## config.mk

```make
export PLATFORM = sky130hd
export DESIGN_NAME = plat_rst_seq
export DESIGN_NICKNAME = d
export VERILOG_FILES = /design/src/rtl/prs_pkg.sv /design/src/rtl/prs_sync2.sv /design/src/rtl/prs_debounce.sv /design/src/rtl/prs_pg_filter.sv /design/src/rtl/prs_tick_cnt.sv /design/src/rtl/plat_rst_seq.sv
export SDC_FILE = /design/constraint.sdc
export NUM_CORES = 1
export LEC_CHECK = 0
export BUFFER_PORTS_ARGS = -buffer_cell sky130_fd_sc_hd__clkbuf_2
export CAP_MARGIN = 5
export CORE_ASPECT_RATIO = 1.75
export CORE_MARGIN = 3
export CORE_UTILIZATION = 55
export CTS_BUF_LIST = sky130_fd_sc_hd__clkbuf_16
export DETAILED_ROUTE_END_ITERATION = 10
export PLACE_DENSITY = 0.72
export SLEW_MARGIN = 5
export SYNTH_ARGS = -nofsm -noshare
export SYNTH_HDL_FRONTEND = slang
export SYNTH_SLANG_ARGS = --single-unit
```

## constraint.sdc

```tcl
create_clock -name clk -period 2 [get_ports clk]
set_input_delay 0.1 -clock clk [delete_from_list [all_inputs] [get_ports clk]]
set_output_delay 0.1 -clock clk [all_outputs]
set_load 0.01 [all_outputs]
```

## src/rtl/prs_pkg.sv

```systemverilog
package prs_pkg;
  typedef enum logic [2:0] {
    ST_PWR_WAIT  = 3'd0,
    ST_HOLD      = 3'd1,
    ST_RUN       = 3'd2,
    ST_SW_PULSE  = 3'd3,
    ST_BUS_WAIT  = 3'd4,
    ST_EXT_PULSE = 3'd5
  } prs_state_e;
endpackage

```

## src/rtl/prs_sync2.sv

```systemverilog
module prs_sync2 #(
  parameter int W = 3,
  parameter logic [W-1:0] RST_VAL = '0
) (
  input  logic         clk,
  input  logic         rst_n,
  input  logic [W-1:0] d_a,
  output logic [W-1:0] q
);
  for (genvar i = 0; i < W; i++) begin : g_bit
    logic s1, s2;
    always_ff @(posedge clk or negedge rst_n) begin
      if (!rst_n) begin
        s1 <= RST_VAL[i];
        s2 <= RST_VAL[i];
      end else begin
        s1 <= d_a[i];
        s2 <= s1;
      end
    end
    assign q[i] = s2;
  end
endmodule

```

## src/rtl/prs_debounce.sv

```systemverilog
module prs_debounce #(
  parameter int DEB_TICKS = 16
) (
  input  logic clk,
  input  logic rst_n,
  input  logic tick,
  input  logic raw,
  output logic filt
);
  localparam int DW = $clog2(DEB_TICKS + 1);
  localparam logic [DW-1:0] LAST = DW'(DEB_TICKS - 1);

  logic          raw_d;
  logic [DW-1:0] cnt;

  always_ff @(posedge clk or negedge rst_n) begin
    if (!rst_n) begin
      raw_d <= 1'b1;
      filt  <= 1'b1;
      cnt   <= '0;
    end else begin
      raw_d <= raw;
      if (raw != raw_d || raw == filt) begin
        cnt <= '0;
      end else if (tick) begin
        if (cnt == LAST) begin
          filt <= raw;
          cnt  <= '0;
        end else begin
          cnt <= cnt + 1'b1;
        end
      end
    end
  end

  AST_DEB_FOLLOWS_STABLE: assert property (@(posedge clk) disable iff (!rst_n)
    !$stable(filt) |-> ($past(raw) == filt) && $past(tick));
endmodule

```

## src/rtl/prs_pg_filter.sv

```systemverilog
module prs_pg_filter #(
  parameter int RTC_FILT = 3
) (
  input  logic clk,
  input  logic rst_n,
  input  logic rtc_tick,
  input  logic pg,
  output logic long_low
);
  localparam int FW = $clog2(RTC_FILT + 1);
  localparam logic [FW-1:0] LIM = FW'(RTC_FILT);

  logic [FW-1:0] cnt;

  always_ff @(posedge clk or negedge rst_n) begin
    if (!rst_n) begin
      cnt <= LIM;
    end else if (pg) begin
      cnt <= '0;
    end else if (rtc_tick && cnt != LIM) begin
      cnt <= cnt + 1'b1;
    end
  end

  assign long_low = (cnt == LIM);

  AST_FILTER_NEEDS_LOW: assert property (@(posedge clk) disable iff (!rst_n)
    $rose(long_low) |-> !$past(pg) && $past(rtc_tick));
endmodule

```

## src/rtl/prs_tick_cnt.sv

```systemverilog
module prs_tick_cnt #(
  parameter int MAXV = 26,
  localparam int CW = $clog2(MAXV + 1)
) (
  input  logic          clk,
  input  logic          rst_n,
  input  logic          clr,
  input  logic          tick,
  output logic [CW-1:0] cnt
);
  localparam logic [CW-1:0] TOP = CW'(MAXV);

  always_ff @(posedge clk or negedge rst_n) begin
    if (!rst_n)                  cnt <= '0;
    else if (clr)                cnt <= '0;
    else if (tick && cnt != TOP) cnt <= cnt + 1'b1;
  end

  AST_CNT_NO_OVERFLOW: assert property (@(posedge clk) disable iff (!rst_n)
    cnt <= TOP);
endmodule

```

## src/rtl/plat_rst_seq.sv

```systemverilog
module plat_rst_seq
  import prs_pkg::*;
#(
  parameter int HOLD_TICKS = 2,
  parameter int WAIT_TICKS = 26,
  parameter int DEB_TICKS  = 16,
  parameter int RTC_FILT   = 3
) (
  input  logic clk,
  input  logic rst_n,
  input  logic tick_ms,
  input  logic rtc_tick,
  input  logic core_pg_a,
  input  logic vrm_pg_a,
  input  logic sw_hard_req,
  input  logic ext_rst_req_n,
  input  logic mgmt_bus_idle,
  output logic plat_rst_n,
  output logic ext_forced
);
  localparam int CNT_MAX = (HOLD_TICKS > WAIT_TICKS) ? HOLD_TICKS : WAIT_TICKS;
  localparam int CW = $clog2(CNT_MAX + 1);
  localparam logic [CW-1:0] HOLD_C = CW'(HOLD_TICKS);
  localparam logic [CW-1:0] WAIT_C = CW'(WAIT_TICKS);

  logic [2:0] sync_q;
  logic core_s, vrm_s, ext_s;

  prs_sync2 #(.W(3), .RST_VAL(3'b100)) u_sync (
    .clk(clk), .rst_n(rst_n),
    .d_a({ext_rst_req_n, vrm_pg_a, core_pg_a}),
    .q(sync_q)
  );
  assign core_s = sync_q[0];
  assign vrm_s  = sync_q[1];
  assign ext_s  = sync_q[2];

  logic ext_filt, ext_filt_d, core_long;

  prs_debounce #(.DEB_TICKS(DEB_TICKS)) u_deb (
    .clk(clk), .rst_n(rst_n), .tick(tick_ms), .raw(ext_s), .filt(ext_filt)
  );

  prs_pg_filter #(.RTC_FILT(RTC_FILT)) u_pgf (
    .clk(clk), .rst_n(rst_n), .rtc_tick(rtc_tick), .pg(core_s), .long_low(core_long)
  );

  logic          cnt_clr;
  logic [CW-1:0] cnt;

  prs_tick_cnt #(.MAXV(CNT_MAX)) u_cnt (
    .clk(clk), .rst_n(rst_n), .clr(cnt_clr), .tick(tick_ms), .cnt(cnt)
  );

  prs_state_e st_q, st_d;
  logic flag_set, flag_clr;
  logic ext_req, pwr_lost;

  assign ext_req  = ext_filt_d & ~ext_filt;
  assign pwr_lost = ~vrm_s | core_long;

  always_comb begin
    st_d     = st_q;
    cnt_clr  = 1'b0;
    flag_set = 1'b0;
    flag_clr = 1'b0;
    if (pwr_lost) begin
      st_d    = ST_PWR_WAIT;
      cnt_clr = 1'b1;
    end else begin
      unique case (st_q)
        ST_PWR_WAIT: begin
          cnt_clr = 1'b1;
          if (core_s && vrm_s) st_d = ST_HOLD;
        end
        ST_HOLD, ST_SW_PULSE, ST_EXT_PULSE: begin
          if (sw_hard_req)       cnt_clr = 1'b1;
          else if (cnt >= HOLD_C) st_d = ST_RUN;
        end
        ST_RUN: begin
          cnt_clr = 1'b1;
          if (sw_hard_req) begin
            st_d = ST_SW_PULSE;
          end else if (ext_req) begin
            if (mgmt_bus_idle) begin
              st_d     = ST_EXT_PULSE;
              flag_clr = 1'b1;
            end else begin
              st_d = ST_BUS_WAIT;
            end
          end
        end
        ST_BUS_WAIT: begin
          if (sw_hard_req) begin
            st_d    = ST_SW_PULSE;
            cnt_clr = 1'b1;
          end else if (mgmt_bus_idle) begin
            st_d     = ST_EXT_PULSE;
            cnt_clr  = 1'b1;
            flag_clr = 1'b1;
          end else if (cnt >= WAIT_C) begin
            st_d     = ST_EXT_PULSE;
            cnt_clr  = 1'b1;
            flag_set = 1'b1;
          end
        end
        default: begin
          st_d    = ST_PWR_WAIT;
          cnt_clr = 1'b1;
        end
      endcase
    end
  end

  always_ff @(posedge clk or negedge rst_n) begin
    if (!rst_n) begin
      st_q       <= ST_PWR_WAIT;
      ext_filt_d <= 1'b1;
      ext_forced <= 1'b0;
    end else begin
      st_q       <= st_d;
      ext_filt_d <= ext_filt;
      if (flag_set)      ext_forced <= 1'b1;
      else if (flag_clr) ext_forced <= 1'b0;
    end
  end

  assign plat_rst_n = core_s & ((st_q == ST_RUN) | (st_q == ST_BUS_WAIT));

  AST_VRM_LOW_HOLDS: assert property (@(posedge clk) disable iff (!rst_n)
    !vrm_s |=> !plat_rst_n);
  AST_NO_EARLY_RELEASE: assert property (@(posedge clk) disable iff (!rst_n)
    $rose(plat_rst_n) && ($past(st_q) != ST_RUN) && ($past(st_q) != ST_BUS_WAIT)
      |-> $past(cnt) >= HOLD_C);
  AST_SW_ASSERTS: assert property (@(posedge clk) disable iff (!rst_n)
    sw_hard_req && !pwr_lost && (st_q == ST_RUN) |=> !plat_rst_n);
  AST_LONG_LOW_RESTARTS: assert property (@(posedge clk) disable iff (!rst_n)
    core_long |=> (st_q == ST_PWR_WAIT));
  AST_WAIT_BOUNDED: assert property (@(posedge clk) disable iff (!rst_n)
    (st_q == ST_BUS_WAIT) |-> cnt <= WAIT_C);
  AST_FLAG_ON_TIMEOUT: assert property (@(posedge clk) disable iff (!rst_n)
    $rose(ext_forced) |-> ($past(st_q) == ST_BUS_WAIT) && !$past(mgmt_bus_idle));
endmodule

```

==> run_results.csv, run 1 <==
group,metric,value,unit
pwr,p_switching,0.000219,W
routing,postRouteAntennaNets,0,
die,fp-row-count,22,
routing,drc_errors,0,
layout,area_growth,14.9,%
place,hpwl,1.67,mm
setup_path,cp-start-kind,"register",
global_route,grt_pass1_vias,911,
setup_path,crit_buf_inv,0,
global_route,grt_max_degree,26,
clock_network,numCtsBuffers,3,
place,place.gp.congestion,0.897,
worst_hold_path,hp-class,"in2reg",
setup_path,reg2reg_depth,4,
clock_network,cts_tree,"yes",
global_route,antenna_found_initial,0,
timing,slew_headroom,60.7,%
timing,finalSetupTns,0,ns
logic_synthesis,ys_types,43,
setup_path,cp.depth,4,
global_route,grt_util_all_layers,16.7,%
pwr,power.total,0.00105,W
timing,max_freq,642,MHz
pwr,powerDensity,728,nW/um^2
setup_path,r2r-start,"u_cnt.cnt[1]",
die,initial_utilization,58.9,%
layout,final_nets,149,
setup_path,cp-end-kind,"register",
outcome,run_status,"finished clean",
pwr,leakagePower,0.632,nW
timing,setup_viol_count_final,0,
setup_path,critPathKind,"reg2reg",
pwr,p_int,0.000826,W
clock_network,insertion_delay,0.26,ns
routing,wire_per_inst,13.8,um
die,die_area,2900,sq um
clock_network,cts_resized,0,
logic_synthesis,avgSynthCellArea,10.4,sq um
timing,finalHoldViolCount,0,
setup_path,regToRegSetupSlack,0.44,ns
clock_network,path_clk_slew,0.06,ns
die,core_area,2120,sq um
timing,finalCriticalPeriod,1.56,ns
global_route,grt_pass1_wl,3.80,mm
logic_synthesis,yosys_register_bits,25,
die,die_h,69.0,um
flow_run,maxCapViolations,0,
logic_synthesis,synth_fp_nets,133,
setup_path,critPathRequiredTime,2.15,ns
routing,vias,925,
setup_path,critical-path-max-stage-delay,0.57,ns
logic_synthesis,ys_seq_area_share,50.8,%
setup_path,crit_chain,"or4_4 -> o21bai_4 -> o211ai_1 -> and3_1",
timing,hold_slack,0.139,ns
setup_path,r2r-end,"st_q[1]",
logic_synthesis,syn_inst,120,
timing,slew_viol_final,0,
pwr,vdd_drop_max,0.768,mV
clock_network,clock_sinks,25,
routing,routed_via_density,5.82,
logic_synthesis,yosysWarnings,0,
timing,worst_pin_slew,0.590,ns
place,io_buffers,10,
timing,fin_crit_sh,77.9,%
routing,dr.first_iter.drc_count,12,
clock_network,cts_root_buffer,"clkbuf_16",
pwr,power_frac_comb,7.1,%
layout,final_area,1440,sq um
clock_network,cts_max_path_buffers,2,
routing,drt_pass1_iterations,4,
logic_synthesis,syn_area,1250,sq um
setup_path,cp-endpoint,"st_q[1]",
timing,finClkSkew,0.00308,ns
die,fp.dieW,42.0,um
setup_path,arrival,1.70,ns
timing,rsz0062_at_grt,"false",
pwr,p_clk_share,41.5,%
global_route,overflow,0,
setup_path,cp_top_family,"simple AND/OR/NAND/NOR gates",
setup_path,crit_start,"u_cnt.cnt[1]",
setup_path,critical_path_peak_fanout,7,
pwr,power_switching_share,20.9,%
die,ios,11,
layout,num_antenna_cells,0,
clock_network,h-tree-depth,1,
setup_path,cp_slowest_cell,"or4_4",
routing,wl,2.19,mm
layout,drive_gt1_share,23.0,%
pwr,pwr-share-seq,51.5,%
place,place_area,1320,sq um
[logic make-up after synthesis]
logic type	synth area share, %
compound gates	15.2
xor+xnor	2.81
fa+ha+maj	4.01
buf+inv	1.70
flops	50.8
mux	2.40
simple gates	23.0
[tightest hold or removal path: stages]
cell and delay, ns:
clkbuf_2 0.07, nand2b_1 0.08, nand2_1 0.08, a21oi_1 0.05
[sequential cells by signal (all words and copies together) (netlist names)]
register,count
u_sync.g_bit.s1,3
u_deb.filt,1
u_pgf.cnt,2
u_cnt.cnt,5
u_sync.g_bit.s2,3
ext_forced,1
ext_filt_d,1
st_q,3
u_deb.cnt,5
u_deb.raw_d,1
[synthesized netlist by cell type, drive strengths merged]
cell | number | area share (%)
nand2 | 9 | 2.7
ha | 4 | 4.0
nor2 | 16 | 4.8
o21ai | 5 | 2.3
nand4 | 2 | 1.0
xnor2 | 1 | 0.70
and3 | 2 | 1.0
a211oi | 1 | 0.60
o21bai | 3 | 2.7
or2 | 3 | 1.7
inv | 2 | 0.60
nor2b | 2 | 1.0
nand2b | 5 | 2.7
xor2 | 3 | 2.1
a31oi | 1 | 0.50
a21oi | 9 | 3.6
a211o | 2 | 1.4
and4b | 1 | 0.80
o2111ai | 1 | 0.70
dfrtp | 18 | 36
nand4b | 1 | 0.70
nand3 | 3 | 1.2
nor4 | 1 | 1.0
nand3b | 1 | 0.60
and2b | 1 | 0.70
a32o | 1 | 0.80
o211ai | 1 | 0.60
or3b | 1 | 0.70
nor4b | 1 | 0.70
clkbuf | 3 | 1.1
or4 | 1 | 0.90
o211a | 1 | 0.80
a22oi | 1 | 0.60
nor3 | 2 | 0.80
dfstp | 7 | 15
mux2i | 3 | 2.4
o31ai | 1 | 0.60
[stage by stage]
step           util [%]  std cells  worst slack [ns]
2_1_floorplan         -        120             0.529
3_3_place_gp       62.0        151             0.467
3_5_place_dp       62.0        151             0.447
4_1_cts            67.7        159             0.438
5_1_grt            67.7        159             0.399
6_report           67.7        159             0.443
[worst min-delay path by stage]
stage                   from      endpoint  slack, ns  depth (start not counted)
floorplan              rst_n    ext_forced      -0.20                          0
global placement       rst_n  u_deb.cnt[3]       0.13                          1
detailed placement     rst_n  u_deb.cnt[3]       0.13                          1
CTS                 rtc_tick  u_pgf.cnt[0]       0.14                          4
global route        rtc_tick  u_pgf.cnt[0]       0.17                          4
finish              rtc_tick  u_pgf.cnt[0]       0.14                          4
[area by class of cell]
type                    count  area [sq um]
clock inverters             1          5.00
fillers                   155           684
flip-flops and latches     25           634
inverters                   2          7.51
repair buffers             14          90.1
multi-input cells          90           593
clock buffers               3          75.1
well taps                  24          30.0
[routing by layer]
layer / wire [um] / global-route usage (%) / part of all wire [%]
met5: 0 / 0 / 0
met1: 904 / 19.0 / 41
met3: 68 / 4.18 / 3.1
met2: 1160 / 28.8 / 53
met4: 55 / 7.27 / 2.5
[what timing repair did]
item / CTS / global route
endpoints found under the hold margin: 21 / 0
hold buffers: 4 / 0
buffers inserted: 0 / 0
setup endpoints to repair: 0 / 0
[cells in the final DEF, fill, tap and decap left out, types with 4 or more instances in the layout]
| master | instances |
|---|---|
| nor2_1 | 16 |
| a21oi_1 | 9 |
| dfrtp_1 | 18 |
| ha_1 | 4 |
| dfstp_2 | 7 |
| dlygate4sd3_1 | 4 |
| nand2b_1 | 4 |
| nand2_1 | 9 |
| clkbuf_2 | 10 |
[power groups by stage]
stage | Clock (W) | Combinational, W | Sequential (W)
6_report | 0.000433 | 0.0000738 | 0.000538
5_1_grt | 0.000462 | 0.0000841 | 0.000540
2_1_floorplan | 0 | 0.0000451 | 0.000540
4_1_cts | 0.000443 | 0.0000751 | 0.000538
3_5_place_dp | 0 | 0.0000687 | 0.000546
3_3_place_gp | 0 | 0.0000664 | 0.000545
Power figures use the tool's default switching activity.
==> run 2: changes to the inputs <==
--- a/config.mk
+++ b/config.mk
@@ -5,6 +5,7 @@
 export SDC_FILE = /design/constraint.sdc
 export NUM_CORES = 1
 export LEC_CHECK = 0
+export ABC_AREA = 1
 export BUFFER_PORTS_ARGS = -buffer_cell sky130_fd_sc_hd__clkbuf_2
 export CAP_MARGIN = 5
 export CORE_ASPECT_RATIO = 1.75
==> constraint.sdc (replaced) <==
create_clock -name clk -period 1.5 [get_ports clk]
set_input_delay 0.075 -clock clk [delete_from_list [all_inputs] [get_ports clk]]
set_output_delay 0.075 -clock clk [all_outputs]
set_load 0.01 [all_outputs]
==> run 2 against run 1 <==
Clock-buffer cell count unchanged. Critical path depth stayed put. Clock skew hardly changed.
==> run_results.csv, run 2 <==
group,metric,value,unit
logic_synthesis,synth_fa_ha_area_share,3.86,%
clock_network,cts_max_path_buffers,2,
logic_synthesis,muxShareOfSynthArea,0,%
logic_synthesis,synth-edff-count,0,
layout,final_common_cell,"nand2_1",
logic_synthesis,synth_compound_area_share,6.37,%
setup_path,critPathRequiredTime,1.42,ns
timing,setup_viol_count_final,0,
timing,fin_crit_sh,92.1,%
setup_path,critPathKind,"reg2out",
die,initial_utilization,59.6,%
clock_network,path_clk_slew,0.06,ns
worst_hold_path,hold_start,"rtc_tick",
outcome,run_status,"finished clean",
timing,fin_ws,0.119,ns
timing,worst_pin_slew,0.594,ns
clock_network,numCtsBuffers,3,
die,die_area,3000,sq um
global_route,grt_max_degree,26,
setup_path,r2r-end,"ext_forced",
global_route,antenna_found_initial,0,
setup_path,reg2reg_depth,8,
timing,finalHoldViolCount,0,
setup_path,arrival,1.31,ns
logic_synthesis,syn_inst,153,
routing,dr.first_iter.drc_count,21,
place,io_buffers,10,
logic_synthesis,synth-xor-area-share,2.70,%
logic_synthesis,avgSynthCellArea,8.47,sq um
pwr,vdd_drop_max,0.667,mV
global_route,grt_pass1_vias,1108,
logic_synthesis,synth_area_leaders,"dfrtp_1 (35%), dfstp_2 (14%), nand2_1 (8.1%)",
logic_synthesis,synth_fp_nets,166,
logic_synthesis,yosysTopAreaCell,"dfrtp_1",
worst_hold_path,hp-class,"in2reg",
logic_synthesis,ys_async_sr_fraction,100,%
routing,vias,1056,
die,fp.dieW,42.7,um
layout,drive_gt1_share,19.9,%
layout,most-common-layout-cells,"nand2_1 (28), inv_1 (22), dfrtp_1 (18)",
clock_network,h-tree-depth,1,
logic_synthesis,syn_area,1300,sq um
routing,drc_errors,0,
setup_path,critical_path_peak_fanout,6,
die,die_h,70.2,um
clock_network,insertion_delay,0.25,ns
clock_network,clock_sinks,25,
clock_network,post_cts_buffers,0,
place,hpwl,1.93,mm
setup_path,cp-start-kind,"register",
routing,top_layer_used,"met4",
worst_hold_path,hold_depth,3,
setup_path,cp-end-kind,"output pin",
logic_synthesis,ys_seq_area_share,48.9,%
layout,num_antenna_cells,0,
logic_synthesis,synth_top_area_share,34.7,%
timing,finalCriticalPeriod,1.38,ns
timing,slew_viol_final,0,
logic_synthesis,yosysMostFrequentCell,"nand2_1",
routing,wl_met3,74,um
timing,max_freq,724,MHz
routing,met1Wirelength,934,um
logic_synthesis,synth_top_family_by_area,"simple AND/OR/NAND/NOR gates",
routing,postRouteAntennaNets,0,
timing,slew_headroom,60.4,%
setup_path,r2r-start,"u_pgf.cnt[0]",
pwr,powerDensity,1110,nW/um^2
layout,reg_top3,"u_cnt.cnt x5, u_deb.cnt x5",
timing,finClkSkew,0.00351,ns
routing,wl_met2,1.40,mm
flow_run,maxCapViolations,0,
global_route,overflow,0,
worst_hold_path,min_to,"u_pgf.cnt[1]",
setup_path,regToRegSetupSlack,0.13,ns
pwr,power.total,0.00168,W
layout,final_nets,185,
layout,area_growth,16.8,%
logic_synthesis,ys.flop_type,"dfrtp_1",
global_route,grt_util_all_layers,19.4,%
routing,drt_pass1_iterations,4,
logic_synthesis,synth_common_cells,"nand2_1 (28), inv_1 (21), nor2_1 (19), dfrtp_1 (18), nand3_1 (16)",
clock_network,cts_root_buffer,"clkbuf_16",
global_route,grt_pass1_wl,4.50,mm
routing,wire_per_inst,12.8,um
logic_synthesis,yosysWarnings,0,
die,ios,11,
die,fp-row-count,22,
pwr,leakagePower,0.726,nW
logic_synthesis,synth-simple-area-share,31.8,%
die,core_area,2170,sq um
logic_synthesis,yosys_register_bits,25,
place,place.gp.congestion,0.824,
logic_synthesis,ys_types,22,
clock_network,cts_tree,"yes",
place,pre_cts_ws,0.0937,ns
routing,routed_via_density,5.42,
routing,wl,2.49,mm
run 2: cell count changes after synthesis, moves of 5 or more:
cell	before	now
a21oi_1	9	4
inv_1	2	21
nand2_1	9	28
nand3_1	3	16
run 2: worst max path at each step:
stage | startpoint | end
floorplan | u_pgf.cnt[0] | ext_forced
global placement | u_pgf.cnt[0] | u_cnt.cnt[2]
detailed placement | u_pgf.cnt[0] | ext_forced
CTS | st_q[1] | plat_rst_n
global route | u_deb.filt | u_deb.filt
finish | st_q[1] | plat_rst_n
run 2: critical path, cell delays in order, from the launching register on:
cell and delay [ns]:
dfrtp_1 0.46, nor2_4 0.18, nand2_2 0.11, a21oi_1 0.16
clkbuf_2 0.14
run 2: power breakdown:
part	switching [W]	internal, W	leakage [nW]	total, W
registers	0.0000544	0.000722	0.313	0.000777
logic	0.000210	0.000127	0.371	0.000336
clock network	0.000208	0.000355	0.0423	0.000564
total	0.000472	0.00120	0.726	0.00168
run 2: logic make-up (layout without fill, tap and decap cells):
kind of cell,Yosys count,in the layout
simple gates,83,83
flops,25,25
buf+inv,22,40
compound gates,15,15
fa+ha+maj,4,4
xor+xnor,4,4
run 2: through the flow:
step                      setup TNS (ns)  cell area [sq um]  util, %  std cells  hold slack, ns
after CTS                              0               1500     68.8        195          0.0994
final                                  0               1510     69.6        195          0.0988
after global placement                 0               1380     63.3        187          0.0970
after floorplan                        0               1300        -        153          -0.221
after detailed placement               0               1380     63.3        187           0.114
after global routing             -0.0114               1510     69.6        195           0.124
run 2: final cells by class:
type,count,area (sq um)
well taps,24,30.0
fillers,185,661
multi-input cells,106,594
clock inverters,1,3.75
flip-flops and latches,25,634
inverters,22,86.3
repair buffers,14,90.1
clock buffers,3,75.1
run 2: per-layer routing:
metal,vias up,GRT usage (%)
met1,496,21.5
met5,-,0
met3,9,3.09
met2,20,34.3
li1,531,-
met4,0,9.69
run 2: timing repair:
action | in CTS | in global routing
hold buffers | 4 | 0
endpoints found under the hold margin | 21 | 0
gates resized for setup | 0 | 5
setup endpoints to repair | 0 | 12
